**config.mk**
```make
export PLATFORM = sky130hd
export DESIGN_NAME = szt_encoder
export DESIGN_NICKNAME = d
export VERILOG_FILES = /design/src/rtl/szt_pkg.sv /design/src/rtl/szt_thr_bank.sv /design/src/rtl/szt_classify.sv /design/src/rtl/szt_packer.sv /design/src/rtl/szt_encoder.sv
export SDC_FILE = /design/constraint.sdc
export NUM_CORES = 1
export LEC_CHECK = 0
export ABC_CLOCK_PERIOD_IN_PS = 10700
export BUFFER_PORTS_ARGS = -buffer_cell sky130_fd_sc_hd__buf_4
export CAP_MARGIN = 20
export CORE_MARGIN = 2
export CORE_UTILIZATION = 50
export CTS_BUF_LIST = sky130_fd_sc_hd__clkbuf_4
export DETAILED_ROUTE_END_ITERATION = 8
export PLACE_DENSITY = 0.74
export SETUP_SLACK_MARGIN = 0.02
export SLEW_MARGIN = 20
export SYNTH_ARGS = -nofsm -noshare
export SYNTH_HDL_FRONTEND = slang
export SYNTH_HIERARCHICAL = 1
export SYNTH_SLANG_ARGS = --single-unit
```
**constraint.sdc**
```tcl
create_clock -name clk -period 10.7 [get_ports clk]
set_input_delay 1.605 -clock clk [delete_from_list [all_inputs] [get_ports clk]]
set_output_delay 1.605 -clock clk [all_outputs]
set_load 0.05 [all_outputs]
```
**src/rtl/szt_pkg.sv**
```systemverilog
package szt_pkg;

  // Bit 1 carries the sign, bit 0 flags a magnitude of one.
  typedef enum logic [1:0] {
    SZT_ZERO_POS = 2'b00,
    SZT_ONE_POS  = 2'b01,
    SZT_ZERO_NEG = 2'b10,
    SZT_ONE_NEG  = 2'b11
  } szt_code_e;

  // Numeric level of a code as 2-bit two's complement.
  function automatic logic [1:0] szt_level(input logic [1:0] code);
    return {code[1] & code[0], code[0]};
  endfunction

endpackage

```
**src/rtl/szt_thr_bank.sv**
```systemverilog
module szt_thr_bank #(
  parameter int W         = 16,
  parameter int NUM_CH    = 4,
  parameter int THR_RESET = 1,
  localparam int CW       = $clog2(NUM_CH)
) (
  input  logic                clk,
  input  logic                rst,
  input  logic                ld,
  input  logic [CW-1:0]       ld_chan,
  input  logic signed [W-1:0] ld_value,
  input  logic [CW-1:0]       rd_chan,
  output logic signed [W-1:0] rd_thr
);

  logic ld_ok;
  logic signed [W-1:0] thr_q [NUM_CH];

  // Only strictly positive thresholds are meaningful.
  assign ld_ok = ld && (ld_value > 0);

  for (genvar c = 0; c < NUM_CH; c++) begin : g_chan
    always_ff @(posedge clk) begin
      if (rst) begin
        thr_q[c] <= W'(THR_RESET);
      end else if (ld_ok && (ld_chan == CW'(c))) begin
        thr_q[c] <= ld_value;
      end
    end
  end

  assign rd_thr = thr_q[rd_chan];

endmodule

```
**src/rtl/szt_classify.sv**
```systemverilog
module szt_classify #(
  parameter int W = 16
) (
  input  logic                clk,
  input  logic                rst,
  input  logic                in_valid,
  output logic                in_ready,
  input  logic signed [W-1:0] weight,
  input  logic signed [W-1:0] thr,
  input  logic                take,
  output logic                st_valid,
  output logic [1:0]          st_code,
  output logic [1:0]          st_level
);
  import szt_pkg::*;

  szt_code_e           code_c;
  logic signed [W-1:0] neg_thr;

  assign neg_thr = -thr;

  always_comb begin
    if (weight > thr)          code_c = SZT_ONE_POS;
    else if (weight >= 0)      code_c = SZT_ZERO_POS;
    else if (weight >= neg_thr) code_c = SZT_ZERO_NEG;
    else                       code_c = SZT_ONE_NEG;
  end

  assign in_ready = !st_valid || take;

  always_ff @(posedge clk) begin
    if (rst) begin
      st_valid <= 1'b0;
      st_code  <= 2'b00;
      st_level <= 2'b00;
    end else if (in_ready) begin
      st_valid <= in_valid;
      if (in_valid) begin
        st_code  <= code_c;
        st_level <= szt_level(code_c);
      end
    end
  end

endmodule

```
**src/rtl/szt_packer.sv**
```systemverilog
module szt_packer #(
  parameter int CPW = 16,
  localparam int WB = 2 * CPW,
  localparam int FW = $clog2(CPW + 1)
) (
  input  logic          clk,
  input  logic          rst,
  input  logic          push,
  input  logic [1:0]    push_code,
  input  logic          flush,
  output logic          room,
  output logic          word_valid,
  input  logic          word_ready,
  output logic [WB-1:0] word_data,
  output logic [FW-1:0] word_fill
);

  logic [WB-1:0] acc_q, acc_n, shifted;
  logic [FW-1:0] cnt_q, cnt_n;
  logic          emit;

  assign room    = !word_valid || word_ready;
  assign shifted = WB'(push_code) << (2 * cnt_q);
  assign acc_n   = push ? (acc_q | shifted) : acc_q;
  assign cnt_n   = cnt_q + FW'(push);
  assign emit    = (cnt_n == FW'(CPW)) || (flush && (cnt_n != '0));

  always_ff @(posedge clk) begin
    if (rst) begin
      acc_q      <= '0;
      cnt_q      <= '0;
      word_valid <= 1'b0;
      word_data  <= '0;
      word_fill  <= '0;
    end else if (emit) begin
      word_data  <= acc_n;
      word_fill  <= cnt_n;
      word_valid <= 1'b1;
      acc_q      <= '0;
      cnt_q      <= '0;
    end else begin
      acc_q <= acc_n;
      cnt_q <= cnt_n;
      if (word_ready) word_valid <= 1'b0;
    end
  end

endmodule

```
**src/rtl/szt_encoder.sv**
```systemverilog
module szt_encoder #(
  parameter int W              = 16,
  parameter int NUM_CH         = 4,
  parameter int CODES_PER_WORD = 16,
  parameter int THR_RESET      = 1,
  localparam int CW            = $clog2(NUM_CH),
  localparam int WB            = 2 * CODES_PER_WORD,
  localparam int FW            = $clog2(CODES_PER_WORD + 1)
) (
  input  logic          clk,
  input  logic          rst,
  input  logic          thr_load,
  input  logic [CW-1:0] thr_chan,
  input  logic [W-1:0]  thr_value,
  input  logic          in_valid,
  output logic          in_ready,
  input  logic [CW-1:0] in_chan,
  input  logic [W-1:0]  in_weight,
  input  logic          flush_valid,
  output logic          flush_ready,
  output logic          sym_valid,
  input  logic          sym_ready,
  output logic [1:0]    sym_code,
  output logic [1:0]    sym_value,
  output logic          word_valid,
  input  logic          word_ready,
  output logic [WB-1:0] word_data,
  output logic [FW-1:0] word_fill
);

  logic signed [W-1:0] cur_thr;
  logic                st_valid, room, take, push, flush_fire;

  szt_thr_bank #(.W(W), .NUM_CH(NUM_CH), .THR_RESET(THR_RESET)) u_bank (
    .clk      (clk),
    .rst      (rst),
    .ld       (thr_load),
    .ld_chan  (thr_chan),
    .ld_value (thr_value),
    .rd_chan  (in_chan),
    .rd_thr   (cur_thr)
  );

  szt_classify #(.W(W)) u_cls (
    .clk      (clk),
    .rst      (rst),
    .in_valid (in_valid),
    .in_ready (in_ready),
    .weight   (in_weight),
    .thr      (cur_thr),
    .take     (take),
    .st_valid (st_valid),
    .st_code  (sym_code),
    .st_level (sym_value)
  );

  // A symbol leaves only when the packer can also take its code.
  assign take        = sym_ready && room;
  assign push        = st_valid && take;
  assign sym_valid   = st_valid && room;
  assign flush_ready = room && !st_valid;
  assign flush_fire  = flush_valid && flush_ready;

  szt_packer #(.CPW(CODES_PER_WORD)) u_pack (
    .clk        (clk),
    .rst        (rst),
    .push       (push),
    .push_code  (sym_code),
    .flush      (flush_fire),
    .room       (room),
    .word_valid (word_valid),
    .word_ready (word_ready),
    .word_data  (word_data),
    .word_fill  (word_fill)
  );

endmodule

```
==> results.sh, run 1 <==
export IMPL_grt_pass1_wl_microns=24700
export IMPL_n_fill_cell=1127
export IMPL_worst_pin_slew_ns=0.984
export IMPL_wl_per_cell_microns=17.3
export IMPL_cts_sinks=143
export IMPL_start_util_pct=50.5
export IMPL_fin_crit_ns=4.77
export IMPL_root_buffer="clkbuf_4"
export IMPL_via_per_inst=5.76
export IMPL_final_max_slew_violation_count=0
export IMPL_grt_start_max_net_pins=50
export IMPL_dp_hpwl_microns=10900
export IMPL_cp_data_required_time_ns=11.14
export IMPL_synth_seq_area_share_pct=50.6
export IMPL_dominantRegCellSynth="dfxtp_1"
export IMPL_fin_util_pct=57.6
export IMPL_final_period_utilization_pct=44.6
export IMPL_ant_nets=0
export IMPL_finalInstanceArea_sq_um=7910
export IMPL_crit_fanout=16
export IMPL_antenna_found_initial=0
export IMPL_vias=5126
export IMPL_grt_pass1_vias=5042
export IMPL_grt_overflow_total=0
export IMPL_place_area_sq_um=7600
export IMPL_leakagePower_nw=2.98
export IMPL_synth_top_area_share_pct=27.7
export IMPL_peakVddDrop_mv=0.108
export IMPL_async_reset_ff_share_pct=0
export IMPL_crit_cells=13
export IMPL_worstPathCellList="buf_4 > mux4_2 > nor4_2 > nand2_1 > or3_1 > nor4_2 > xnor2_1 > ha_1 > nand4_1 > or4_1 > o21ai_1 > nor3_1 > o31a_1"
export IMPL_crit_path_start="in_chan[0]"
export IMPL_post_cts_buffers=0
export IMPL_multi_input_area_sq_um=3110
export IMPL_die_x_microns=122
export IMPL_h_tree_depth=4
export IMPL_die_area_sq_um=14800
export IMPL_setup_viol_count_final=0
export IMPL_register_area_sq_um=3500
export IMPL_maxCapViolations=0
export IMPL_cts_tree="yes"
export IMPL_synth_edf_count=64
export IMPL_cts_buffers=17
export IMPL_worstPathBufferInverterCount=1
export IMPL_clock_path_buffers=2
export IMPL_reg2reg_depth=12
export IMPL_syn_to_final_growth_pct=14.1
export IMPL_cpMostUsedCell="nor4_2"
export IMPL_die_y_microns=122
export IMPL_power_total_mw=1.29
export IMPL_r2r_slack_ns=6.96
export IMPL_wirelength_microns=15400
export IMPL_tns_ns=0
export IMPL_antenna_cells=0
export IMPL_ys_warn_count=6
export IMPL_fmax_mhz=210
export IMPL_r2r_start="u_bank/thr_q[3][5]"
export IMPL_pre_cts_ws_ns=5.38
export IMPL_relSlewSlack_pct=34.1
export IMPL_syn_avg_cell_area_sq_um=11.1
export IMPL_worst_setup_path_end_kind="flip-flop"
export IMPL_rsz0062_at_grt="no"
export IMPL_synth_cell_types=62
export IMPL_clkSlewWorstSetupHoldPaths_ns=0.13
export IMPL_outcome="finished, final reports clean"
export IMPL_critPathLaunchType="input pin"
export IMPL_syn_area_sq_um=6930
export IMPL_cp_top_family="simple AND/OR/NAND/NOR gates"
export IMPL_final_cell_mix="nor2_1 (111), buf_4 (89), dfxtp_1 (79), edfxtp_1 (64), a21oi_1 (51)"
export IMPL_drive_gt1_share_pct=26.6
export IMPL_crit_end="u_cls/st_code[0]"
export IMPL_arrival_ns=5.21
export IMPL_cts_resized=0
export IMPL_slowest_delay_ns=0.57
export IMPL_track_usage_pct=21.6
export IMPL_synthCells=625
export IMPL_crit_type="input pin to flip-flop"
export IMPL_gp_congestion=0.860
export IMPL_synth_seq_cells=143
export IMPL_pin_count=88
export IMPL_skew_ns=0.0160
export IMPL_worst_slack_ns=5.93
export IMPL_powerDensity_nw_per_um2=163
export IMPL_drt_first_iter_violations=391
export IMPL_coreArea_sq_um=13700
export IMPL_finalHoldViolations=0
export IMPL_num_rows=43
export IMPL_hold_class="flip-flop to flip-flop"
export IMPL_io_buffers=87
export IMPL_mostFrequentLayoutCell="nor2_1"
export IMPL_post_route_drc_count=0
export IMPL_insertion_delay_ns=0.54
export IMPL_ctsHoldBuffers=0
export IMPL_nets=774
export IMPL_first_pass_iters=5
export IMPL_yosysTopAreaCell="edfxtp_1"
export IMPL_slowest_stage="mux4_2"
export IMPL_synth_area_top_cells="edfxtp_1 (28%), dfxtp_1 (23%), ha_1 (6.1%)"
export IMPL_r2r_end="u_cls/st_code[0]"
power breakdown:
part           internal (mW)  switching [mW]
Combinational          0.108           0.200
Clock                  0.165           0.195
Sequential             0.606          0.0168
flip-flops by register name, summed over array words and instances (netlist names):
signal	flops
u_bank/thr_q	64
u_pack/acc_q	32
u_pack/word_data	32
u_pack/cnt_q	5
u_pack/word_fill	5
u_cls/st_code	2
u_cls/st_level	1
u_cls/st_valid	1
u_pack/word_valid	1
cell usage after synthesis (all sizes together) (7+ instances only):
cell	number
a31oi	32
nand2b	17
buf	28
nand2	18
nor3	7
a211oi	36
ha	34
inv	25
nor4	7
edfxtp	64
dfxtp	79
nor2b	8
mux4	16
nor2	111
clkbuf	11
a21oi	51
xnor2	13
nand3	8
nand4	11
layer usage:
layer	GRT usage, %	share of wire [%]
met1	26.9	42
met2	36.3	49
met3	5.06	7.2
met4	9.05	1.9
met5	0	0
how the worst min path moves through the flow:
stage          cells past startpoint  slack [ns]              from               end
4_1_cts                            2        0.48  u_pack/acc_q[13]  u_pack/acc_q[13]
5_1_grt                            2        0.50  u_pack/acc_q[13]  u_pack/acc_q[13]
6_report                           2        0.48  u_pack/acc_q[13]  u_pack/acc_q[13]
2_1_floorplan                      2        0.42  u_pack/acc_q[13]  u_pack/acc_q[13]
3_3_place_gp                       2        0.44  u_pack/acc_q[13]  u_pack/acc_q[13]
3_5_place_dp                       2        0.45  u_pack/acc_q[13]  u_pack/acc_q[13]
tightest hold or removal path, delay by kind of cell, from the launching register on:
family          cells  cell delay, ns
compound gates      1            0.05
simple gates        1            0.07
flops               1            0.34
logic make-up after synthesis:
family	share of synthesized area, %
simple gates	15.7
other cells	0.0541
fa+ha+maj	6.14
compound gates	15.6
buf+inv	4.68
flops	50.6
xor+xnor	2.02
mux	5.20
area by class of cell:
cell class              count  area share [%]
flip-flops and latches    143            44.3
inverters                  25            1.19
clock inverters            14            2.10
repair buffers             89            8.45
multi-input cells         421            39.4
well taps                 180            2.85
clock buffers              18            1.71
through the flow:
step           hold slack [ns]  instances
3_5_place_dp             0.453        858
5_1_grt                  0.496        890
3_3_place_gp             0.443        858
2_1_floorplan            0.424        628
4_1_cts                  0.484        890
6_report                 0.482        890
(Power assumes the default switching activity.)
==> inputs of run 2 (changes only) <==
ABC_CLOCK_PERIOD_IN_PS = 4650   (was 10700)
clock period = 4.65 ns   (was 10.7 ns; I/O delays follow)
==> run 2 against run 1 <==
  * Clock skew increased by 0.0025 ns
  * Clock power is 150% higher
  * Wire length grew 0.54%
  * Register-to-register slack got worse by 6.0 ns
  * Final area rose by 0.68%
  * Via count increased by 0.78%
  * Critical path depth unchanged
  * Critical endpoint unchanged
  * Largest cell class unchanged
  * Highest routed layer unchanged
==> results.sh, run 2 (same netlist as run 1, synthesis figures left out) <==
export IMPL_ctsHoldBuffers=0
export IMPL_grt_overflow_total=0
export IMPL_cts_tree="yes"
export IMPL_dp_cells=863
export IMPL_gp_congestion=0.850
export IMPL_skew_ns=0.0185
export IMPL_slowest_stage="mux4_2"
export IMPL_ant_nets=0
export IMPL_post_route_drc_count=0
export IMPL_reg_top3="u_bank/thr_q x64, u_pack/acc_q x32, u_pack/word_data x32"
export IMPL_fin_crit_ns=3.78
export IMPL_antenna_found_initial=0
export IMPL_final_period_utilization_pct=81.3
export IMPL_crit_fanout=11
export IMPL_vias=5166
export IMPL_clock_path_buffers=2
export IMPL_syn_to_final_growth_pct=14.9
export IMPL_drive_gt1_share_pct=26.7
export IMPL_peakVddDrop_mv=0.213
export IMPL_maxCapViolations=0
export IMPL_arrival_ns=4.23
export IMPL_cts_resized=0
export IMPL_nets=779
export IMPL_worstPathCellList="buf_4 > mux4_2 > nor4_2 > nand2_1 > or3_1 > nor4_2 > xnor2_1 > ha_1 > nand4_1 > or4_1 > o21ai_1 > nor3_1 > o31a_1"
export IMPL_slowest_delay_ns=0.57
export IMPL_outcome="finished, final reports clean"
export IMPL_largest_reg_flops=64
export IMPL_root_buffer="clkbuf_4"
export IMPL_coreArea_sq_um=13700
export IMPL_fin_cells=895
export IMPL_track_usage_pct=21.9
export IMPL_leakagePower_nw=3.02
export IMPL_post_cts_buffers=0
export IMPL_top_register="u_bank/thr_q"
export IMPL_via_per_inst=5.77
export IMPL_grt_start_max_net_pins=50
export IMPL_fmax_mhz=264
export IMPL_critPathLaunchType="input pin"
export IMPL_antenna_cells=0
export IMPL_clkSlewWorstSetupHoldPaths_ns=0.13
export IMPL_setup_viol_count_final=0
export IMPL_final_max_slew_violation_count=0
export IMPL_h_tree_depth=4
export IMPL_cts_buffers=17
export IMPL_start_util_pct=50.5
export IMPL_relSlewSlack_pct=22.9
export IMPL_hold_class="input pin to flip-flop"
export IMPL_tns_ns=0
export IMPL_cp_data_required_time_ns=5.10
export IMPL_powerDensity_nw_per_um2=382
export IMPL_worst_pin_slew_ns=1.15
export IMPL_grt_pass1_wl_microns=25100
export IMPL_die_area_sq_um=14800
export IMPL_cts_sinks=143
export IMPL_timing_hold_ws_ns=0.400
export IMPL_rsz0062_at_grt="no"
export IMPL_insertion_delay_ns=0.54
export IMPL_wirelength_microns=15500
export IMPL_pin_count=88
export IMPL_num_rows=43
export IMPL_cpMostUsedCell="nor4_2"
export IMPL_drt_first_iter_violations=408
export IMPL_finalHoldViolations=0
export IMPL_die_y_microns=122
export IMPL_final_cell_mix="nor2_1 (111), buf_4 (94), dfxtp_1 (79), edfxtp_1 (64), a21oi_1 (51)"
export IMPL_worst_setup_path_end_kind="flip-flop"
export IMPL_mostFrequentLayoutCell="nor2_1"
export IMPL_first_pass_iters=5
export IMPL_grt_pass1_vias=5060
export IMPL_r2r_slack_ns=0.92
export IMPL_dp_hpwl_microns=11100
export IMPL_crit_type="input pin to flip-flop"
export IMPL_io_buffers=87
export IMPL_wl_per_cell_microns=17.3
export IMPL_die_x_microns=122
## run 2: layer usage
metal,routed length (microns),up-vias,global-route usage [%]
li1,-,2441,-
met1,6570,2506,27.8
met2,7760,189,37.0
met3,916,30,5.10
met4,278,0,7.47
met5,0,-,0
## run 2: layout make-up
class / count / area (sq um)
well taps: 180 / 225
fillers: 1115 / 5760
clock inverters: 14 / 186
repair buffers: 94 / 706
inverters: 25 / 93.8
clock buffers: 18 / 135
flip-flops and latches: 143 / 3500
multi-input cells: 421 / 3110
## run 2: stage by stage
step                      util [%]  worst slack [ns]  power [mW]  area [sq um]
after CTS                     58.0             0.897        3.06          7960
after global routing          58.0             0.753        3.18          7960
after floorplan                  -             0.528        1.99          6940
after detailed placement      55.7             0.287        2.18          7640
after global placement        55.7             0.412        2.16          7640
final                         58.0             0.868        3.04          7960
## run 2: worst paths after layout
path / startpoint / to / depth (start not counted)
setup / recovery: in_chan[0] / u_cls/st_code[0] / 13
hold / removal: in_valid / u_cls/st_valid / 3
setup reg to reg: u_bank/thr_q[0][5] / u_cls/st_code[0] / 12
hold reg to reg: u_pack/acc_q[24] / u_pack/acc_q[24] / 2
## run 2: worst max-delay path: cells and delay by family
family          cells  cell delay (ns)
compound gates      2             0.45
xor+xnor            1             0.10
fa+ha+maj           1             0.31
buf+inv             1             0.23
mux                 1             0.57
simple gates        7             1.87
## run 2: power by group
part / switching [mW] / internal [mW] / leakage (nW)
clock: 0.451 / 0.434 / 0.178
sequential: 0.0391 / 1.40 / 1.26
combinational: 0.463 / 0.256 / 1.58
total: 0.953 / 2.09 / 3.02
